--- config.mk ---
export PLATFORM = sky130hd
export DESIGN_NAME = clkctl
export DESIGN_NICKNAME = d
export VERILOG_FILES = /design/src/rtl/clkctl_pkg.sv /design/src/rtl/clkctl_regfile.sv /design/src/rtl/clkctl_tick_gen.sv /design/src/rtl/clkctl_freq_decode.sv /design/src/rtl/clkctl.sv
export SDC_FILE = /design/constraint.sdc
export NUM_CORES = 1
export LEC_CHECK = 0
export BUFFER_PORTS_ARGS = -buffer_cell sky130_fd_sc_hd__clkbuf_2
export CAP_MARGIN = 5
export CORE_UTILIZATION = 38
export CTS_BUF_LIST = sky130_fd_sc_hd__clkbuf_4 sky130_fd_sc_hd__clkbuf_8
export CTS_CLUSTER_DIAMETER = 40
export DETAILED_ROUTE_END_ITERATION = 12
export GPL_ROUTABILITY_DRIVEN = 0
export GPL_TIMING_DRIVEN = 0
export MAX_ROUTING_LAYER = met4
export PLACE_DENSITY = 0.59
export SLEW_MARGIN = 40
export SYNTH_ARGS = -nofsm -noshare
export SYNTH_HDL_FRONTEND = slang
export SYNTH_HIERARCHICAL = 1
export SYNTH_SLANG_ARGS = --single-unit
--- constraint.sdc ---
create_clock -name clk -period 3.55 [get_ports clk]
set_input_delay 0.1775 -clock clk [delete_from_list [all_inputs] [get_ports clk]]
set_output_delay 0.1775 -clock clk [all_outputs]
set_load 0.03 [all_outputs]
--- src/rtl/clkctl_pkg.sv ---
package clkctl_pkg;

    localparam int FREQ_W       = 2;
    localparam int DIV_CODE_W   = 3;
    localparam int DIV_MIN_LOG2 = 2;
    localparam int DIV_MAX_LOG2 = 8;
    localparam int CNT_W        = DIV_MAX_LOG2;

    typedef logic [FREQ_W-1:0]     freq_t;
    typedef logic [DIV_CODE_W-1:0] div_code_t;
    typedef logic [CNT_W-1:0]      cnt_t;

    typedef enum logic [1:0] {
        MCK_20M   = 2'd0,
        MCK_26M7  = 2'd1,
        MCK_40M   = 2'd2
    } mck_sel_e;

    typedef enum logic [1:0] {
        REG_FREQ = 2'd0,
        REG_DIV  = 2'd1
    } reg_sel_e;

    typedef struct packed {
        freq_t     freq;
        div_code_t div;
    } ctl_state_t;

    // Last count value of a divide period for a given code.
    function automatic cnt_t period_last(div_code_t code);
        int unsigned lg;
        lg = DIV_MIN_LOG2 + int'(code);
        if (lg > DIV_MAX_LOG2) lg = DIV_MAX_LOG2;
        return cnt_t'((32'd1 << lg) - 32'd1);
    endfunction

    function automatic mck_sel_e decode_freq(freq_t f);
        if (f[1])      return MCK_40M;
        else if (f[0]) return MCK_26M7;
        else           return MCK_20M;
    endfunction

endpackage

--- src/rtl/clkctl_regfile.sv ---
module clkctl_regfile
    import clkctl_pkg::*;
#(
    parameter int ADDR_W = 2,
    parameter int DATA_W = 8
) (
    input  logic              clk,
    input  logic              rst,
    input  logic              wr_en,
    input  logic [ADDR_W-1:0] wr_addr,
    input  logic [DATA_W-1:0] wr_data,
    input  logic [ADDR_W-1:0] rd_addr,
    output logic [DATA_W-1:0] rd_data,
    output ctl_state_t        state
);

    localparam logic [ADDR_W-1:0] A_FREQ = ADDR_W'(REG_FREQ);
    localparam logic [ADDR_W-1:0] A_DIV  = ADDR_W'(REG_DIV);

    logic wr_freq;
    logic wr_div;
    logic unused_wr_hi;

    assign wr_freq      = wr_en && (wr_addr == A_FREQ);
    assign wr_div       = wr_en && (wr_addr == A_DIV);
    assign unused_wr_hi = ^wr_data;

    // Set-only frequency bits, one flop per bit.
    for (genvar b = 0; b < FREQ_W; b++) begin : g_sticky
        always_ff @(posedge clk) begin
            if (rst)
                state.freq[b] <= 1'b0;
            else if (wr_freq && wr_data[b])
                state.freq[b] <= 1'b1;
        end
    end

    always_ff @(posedge clk) begin
        if (rst)
            state.div <= '0;
        else if (wr_div)
            state.div <= wr_data[DIV_CODE_W-1:0];
    end

    always_comb begin
        rd_data = '0;
        if (rd_addr == A_FREQ)
            rd_data[FREQ_W-1:0] = state.freq;
        else if (rd_addr == A_DIV)
            rd_data[DIV_CODE_W-1:0] = state.div;
    end

endmodule

--- src/rtl/clkctl_tick_gen.sv ---
module clkctl_tick_gen
    import clkctl_pkg::*;
(
    input  logic      clk,
    input  logic      rst,
    input  div_code_t div_req,
    output logic      tick
);

    cnt_t      cnt_q;
    div_code_t div_act_q;
    cnt_t      last;

    assign last = period_last(div_act_q);
    assign tick = (cnt_q == last);

    // The requested code is adopted only at a period boundary.
    always_ff @(posedge clk) begin
        if (rst) begin
            cnt_q     <= '0;
            div_act_q <= '0;
        end else if (tick) begin
            cnt_q     <= '0;
            div_act_q <= div_req;
        end else begin
            cnt_q <= cnt_q + cnt_t'(1);
        end
    end

endmodule

--- src/rtl/clkctl_freq_decode.sv ---
module clkctl_freq_decode
    import clkctl_pkg::*;
(
    input  freq_t    freq,
    output mck_sel_e sel
);

    assign sel = decode_freq(freq);

endmodule

--- src/rtl/clkctl.sv ---
module clkctl
    import clkctl_pkg::*;
#(
    parameter int ADDR_W = 2,
    parameter int DATA_W = 8
) (
    input  logic              clk,
    input  logic              rst,
    input  logic              wr_en,
    input  logic [ADDR_W-1:0] wr_addr,
    input  logic [DATA_W-1:0] wr_data,
    input  logic [ADDR_W-1:0] rd_addr,
    output logic [DATA_W-1:0] rd_data,
    output logic [1:0]        mck_sel,
    output logic              cpu_tick,
    output logic [1:0]        freq_bits,
    output logic [2:0]        div_code
);

    ctl_state_t st;
    mck_sel_e   sel;

    clkctl_regfile #(.ADDR_W(ADDR_W), .DATA_W(DATA_W)) u_regs (
        .clk     (clk),
        .rst     (rst),
        .wr_en   (wr_en),
        .wr_addr (wr_addr),
        .wr_data (wr_data),
        .rd_addr (rd_addr),
        .rd_data (rd_data),
        .state   (st)
    );

    clkctl_tick_gen u_tick (
        .clk     (clk),
        .rst     (rst),
        .div_req (st.div),
        .tick    (cpu_tick)
    );

    clkctl_freq_decode u_dec (
        .freq (st.freq),
        .sel  (sel)
    );

    assign mck_sel   = sel;
    assign freq_bits = st.freq;
    assign div_code  = st.div;

endmodule

==> results.toml <==
[final_layout]
final_core_utilization_pct = 47.4
layout.cells.most_common = "sky130_fd_sc_hd__clkbuf_2"
multi_input_comb_area_sq_um = 727
most-common-layout-cells = "20 x sky130_fd_sc_hd__clkbuf_2, 15 x sky130_fd_sc_hd__dfxtp_1, 12 x sky130_fd_sc_hd__nand2b_1"
flow.area_growth_from_synthesis_pct = 17.0
nNetsFinal = 172
layout_filler_cell_count = 270
area_taken_by_flip_flops_and_latches_sq_um = 322
drive_above_1_share_pct = 29.1
antenna-diode-count = 0

[synth]
share_of_the_yosys_chip_area_belonging_to_registers_pct = 28.4
post_synth_and_or_nand_nor_area_fraction_pct = 30.0
syn-mean-instance-area_sq_um = 9.39
synthCells = 120
dominant_combinational_cell_family_by_area_after_synthesis = "simple AND/OR/NAND/NOR gates"
syn_area_sq_um = 1130
synthMuxAreaShare_pct = 7.99
synthesis.yosys.warnings = 6
synth_adder_area_share_pct = 8.88
yosysUniqueCellTypes = 35
synth_compound_gate_area_share_pct = 5.22
post_synth_xor_area_fraction_pct = 10.8
yosys_register_bits = 16

[die]
die_w_um = 56.5
dieArea_sq_um = 3190
floorplan.initialDensity_pct = 40.5
die_height_um = 56.5
placeableCoreArea_sq_um = 2780
io_pins = 31
placementRows = 19

[job]
maxCapViolations = 0

[critical_path]
delay_heaviest_family_cp = "simple AND/OR/NAND/NOR gates"
path_depth = 11
beginning_of_the_critical_path = "u_tick/div_act_q[1]"
critPathLaunchType = "register"
critical_path_peak_fanout = 11
r2r-end = "u_tick/div_act_q[1]"
cpMaxStageDelayCell = "sky130_fd_sc_hd__dfxtp_2"
r2r.worst_path.cells = 11
rr_startpoint = "u_tick/div_act_q[1]"
worstSetupPathType = "reg2out"
setup.worst_path.end_class = "output port"
critPathCapture = "cpu_tick"
worstPathBufferInverterCount = 3
rrSetupSlack_ns = 0.77
critical_path_arrival_ns = 3.04
critical-path-max-stage-delay_ns = 0.45
timing.critical_path.cells = "inv_1, ha_1, nor3_1, nand3_1, ha_1, xnor2_1, nor3_1, o2111ai_1, nor3_4, buf_6, clkbuf_2"
critPathRequiredTime_ns = 3.37

[clocking]
ctsRootBufferMaster = "sky130_fd_sc_hd__clkbuf_4"
sink_count = 16
clk_pin_slew_worst_paths_ns = 0.10
htreeDepth = 1
clkLatencyLatePin_ns = 0.29
postCtsSetupBuffers = 0
cts_max_path_buffers = 2
tritoncts_clock_tree = "done"
cts_buffers = 3

[grt]
grt_overflow = 0
grtUsageTotal_pct = 14.6
grt_antenna_before_repair = 0
grt_max_degree = 14
grt_first_pass_wirelength_um = 3550
grt_pass1_vias = 811

[power]
power.net_switching_uw = 103
seq_power_share_pct = 50.8
ir_worst_vdd_mv = 0.198
share_comb_of_total_power_pct = 17.8
switching_share_pct = 26.9
p_leak_uw = 0.000559
intPower_uw = 279
share_of_total_power_in_the_clock_network_pct = 31.4
power.density_cell_area_nw_per_um2 = 289

[drt]
routed_wl_um = 2060
drc = 0
drt_pre_antenna_iters = 4
detail-route-antenna-nets = 0
avgRoutedWirePerCell_um = 11.5
dr.first_iter.drc_count = 23
num_vias = 882
drt-vias-per-instance = 4.93

[status]
result_of_the_run = "complete, no violations"

[place]
dp.final_hpwl_um = 1520
io_buffer_count = 20

[timing]
finalSetupViolations = 0
period_share_pct = 90.6
rsz0062_at_grt = "no"
final_max_slew_viol_count = 0
finalSetupTns_ns = 0
fin_worst_skew_ns = 0.0118
clock.fmax_mhz = 311
final.min_clock_period_ns = 3.22
hold_viol = 0

[worst_hold_path]
hold_path.class = "in2reg"
==> sequential cells by signal, summed over array words and instances (netlist names) <==
| signal | cells |
|---|---|
| u_regs/state | 5 |
| u_tick/cnt_q | 8 |
| u_tick/div_act_q | 3 |
==> cells in the mapped netlist <==
library cell	instances	area [sq um]
sky130_fd_sc_hd__nand4bb_1	2	22.5
sky130_fd_sc_hd__o22ai_1	1	6.26
sky130_fd_sc_hd__conb_1	1	3.75
sky130_fd_sc_hd__o21ai_2	1	8.76
sky130_fd_sc_hd__a21oi_1	3	15.0
sky130_fd_sc_hd__nor4b_2	1	15.0
sky130_fd_sc_hd__dfxtp_1	16	320
sky130_fd_sc_hd__dlygate4sd1_1	1	8.76
sky130_fd_sc_hd__nor4_1	1	6.26
sky130_fd_sc_hd__and2b_1	1	7.51
sky130_fd_sc_hd__buf_4	6	45.0
sky130_fd_sc_hd__ha_1	8	100
sky130_fd_sc_hd__nor2b_4	1	13.8
sky130_fd_sc_hd__or2b_2	2	17.5
sky130_fd_sc_hd__nor2b_1	2	12.5
sky130_fd_sc_hd__xor2_1	3	26.3
sky130_fd_sc_hd__mux2i_1	9	90.1
sky130_fd_sc_hd__xnor2_1	9	78.8
sky130_fd_sc_hd__nor3_4	1	16.3
sky130_fd_sc_hd__xnor2_2	1	16.3
sky130_fd_sc_hd__nand3_1	3	15.0
sky130_fd_sc_hd__nand2b_1	12	75.1
sky130_fd_sc_hd__and3_1	2	12.5
sky130_fd_sc_hd__and3b_1	2	17.5
sky130_fd_sc_hd__nor3b_2	1	12.5
sky130_fd_sc_hd__a31oi_1	1	6.26
sky130_fd_sc_hd__and2b_2	2	17.5
sky130_fd_sc_hd__inv_1	5	18.8
sky130_fd_sc_hd__o21ai_0	1	5.00
sky130_fd_sc_hd__nand2_1	2	7.51
sky130_fd_sc_hd__o311ai_0	1	8.76
sky130_fd_sc_hd__nor3_1	10	50.1
sky130_fd_sc_hd__buf_6	2	22.5
sky130_fd_sc_hd__o2111ai_1	1	8.76
sky130_fd_sc_hd__nor2_1	5	18.8
==> logic make-up (layout without fill, tap and decap cells) <==
kind of cell | Yosys count | count (layout)
other cells | 1 | 5
xor+xnor | 13 | 13
fa+ha+maj | 8 | 8
buf+inv | 14 | 38
flops | 16 | 16
simple gates | 50 | 50
mux | 9 | 9
compound gates | 9 | 9
==> tightest hold or removal path: stages <==
cell	delay (ns)
sky130_fd_sc_hd__clkbuf_2	0.08
sky130_fd_sc_hd__nand2b_1	0.05
sky130_fd_sc_hd__mux2i_1	0.06
==> final cells by class <==
type,instances,share of cell area [%]
Multi-Input combinational cell,94,55.1
Sequential cell,16,24.4
Timing Repair Buffer,20,7.59
Buffer,9,5.79
Tap cell,31,2.94
Clock buffer,4,2.75
Inverter,5,1.42
==> worst min-delay path by stage <==
stage / from / to / cells after the start
final: wr_data[2] / u_regs/state[2] / 3
after global routing: wr_data[1] / u_regs/state[1] / 3
after CTS: wr_data[2] / u_regs/state[2] / 3
after detailed placement: wr_data[2] / u_regs/state[2] / 3
after global placement: wr_data[2] / u_regs/state[2] / 3
after floorplan: rst / u_regs/state[3] / 1
==> per-stage QoR <==
step / cells / setup slack [ns] / area, sq um / total power, uW / hold slack [ns]
floorplan: 124 / 0.995 / 1140 / 248 / 0.247
CTS: 179 / 0.209 / 1320 / 387 / 0.112
detailed placement: 175 / 0.569 / 1280 / 266 / 0.433
global placement: 175 / 0.617 / 1280 / 264 / 0.423
global route: 179 / 0.0623 / 1320 / 404 / 0.125
finish: 179 / 0.333 / 1320 / 381 / 0.118
==> power groups by stage <==
stage | logic, uW | clock network [uW] | registers [uW]
after floorplan | 47.8 | 0 | 200
after global placement | 66.5 | 0 | 197
after detailed placement | 68.0 | 0 | 198
after CTS | 68.3 | 125 | 194
after global routing | 74.5 | 134 | 195
final | 68.0 | 120 | 194
==> repair_timing <==
item                                    CTS  global route
endpoints found under the setup margin    0             1
hold buffers                              0             0
resized for setup                         0             1
==> per-layer routing <==
| layer | routed length, um | vias to the layer above | track usage [%] | share of wire (%) |
|---|---|---|---|---|
| li1 | - | 458 | - | - |
| met1 | 1030 | 409 | 18.0 | 50 |
| met2 | 961 | 13 | 23.0 | 47 |
| met3 | 52 | 2 | 2.76 | 2.5 |
| met4 | 16 | 0 | 6.27 | 0.78 |
| met5 | 0 | - | - | 0 |
Power figures use the tool's default switching activity.
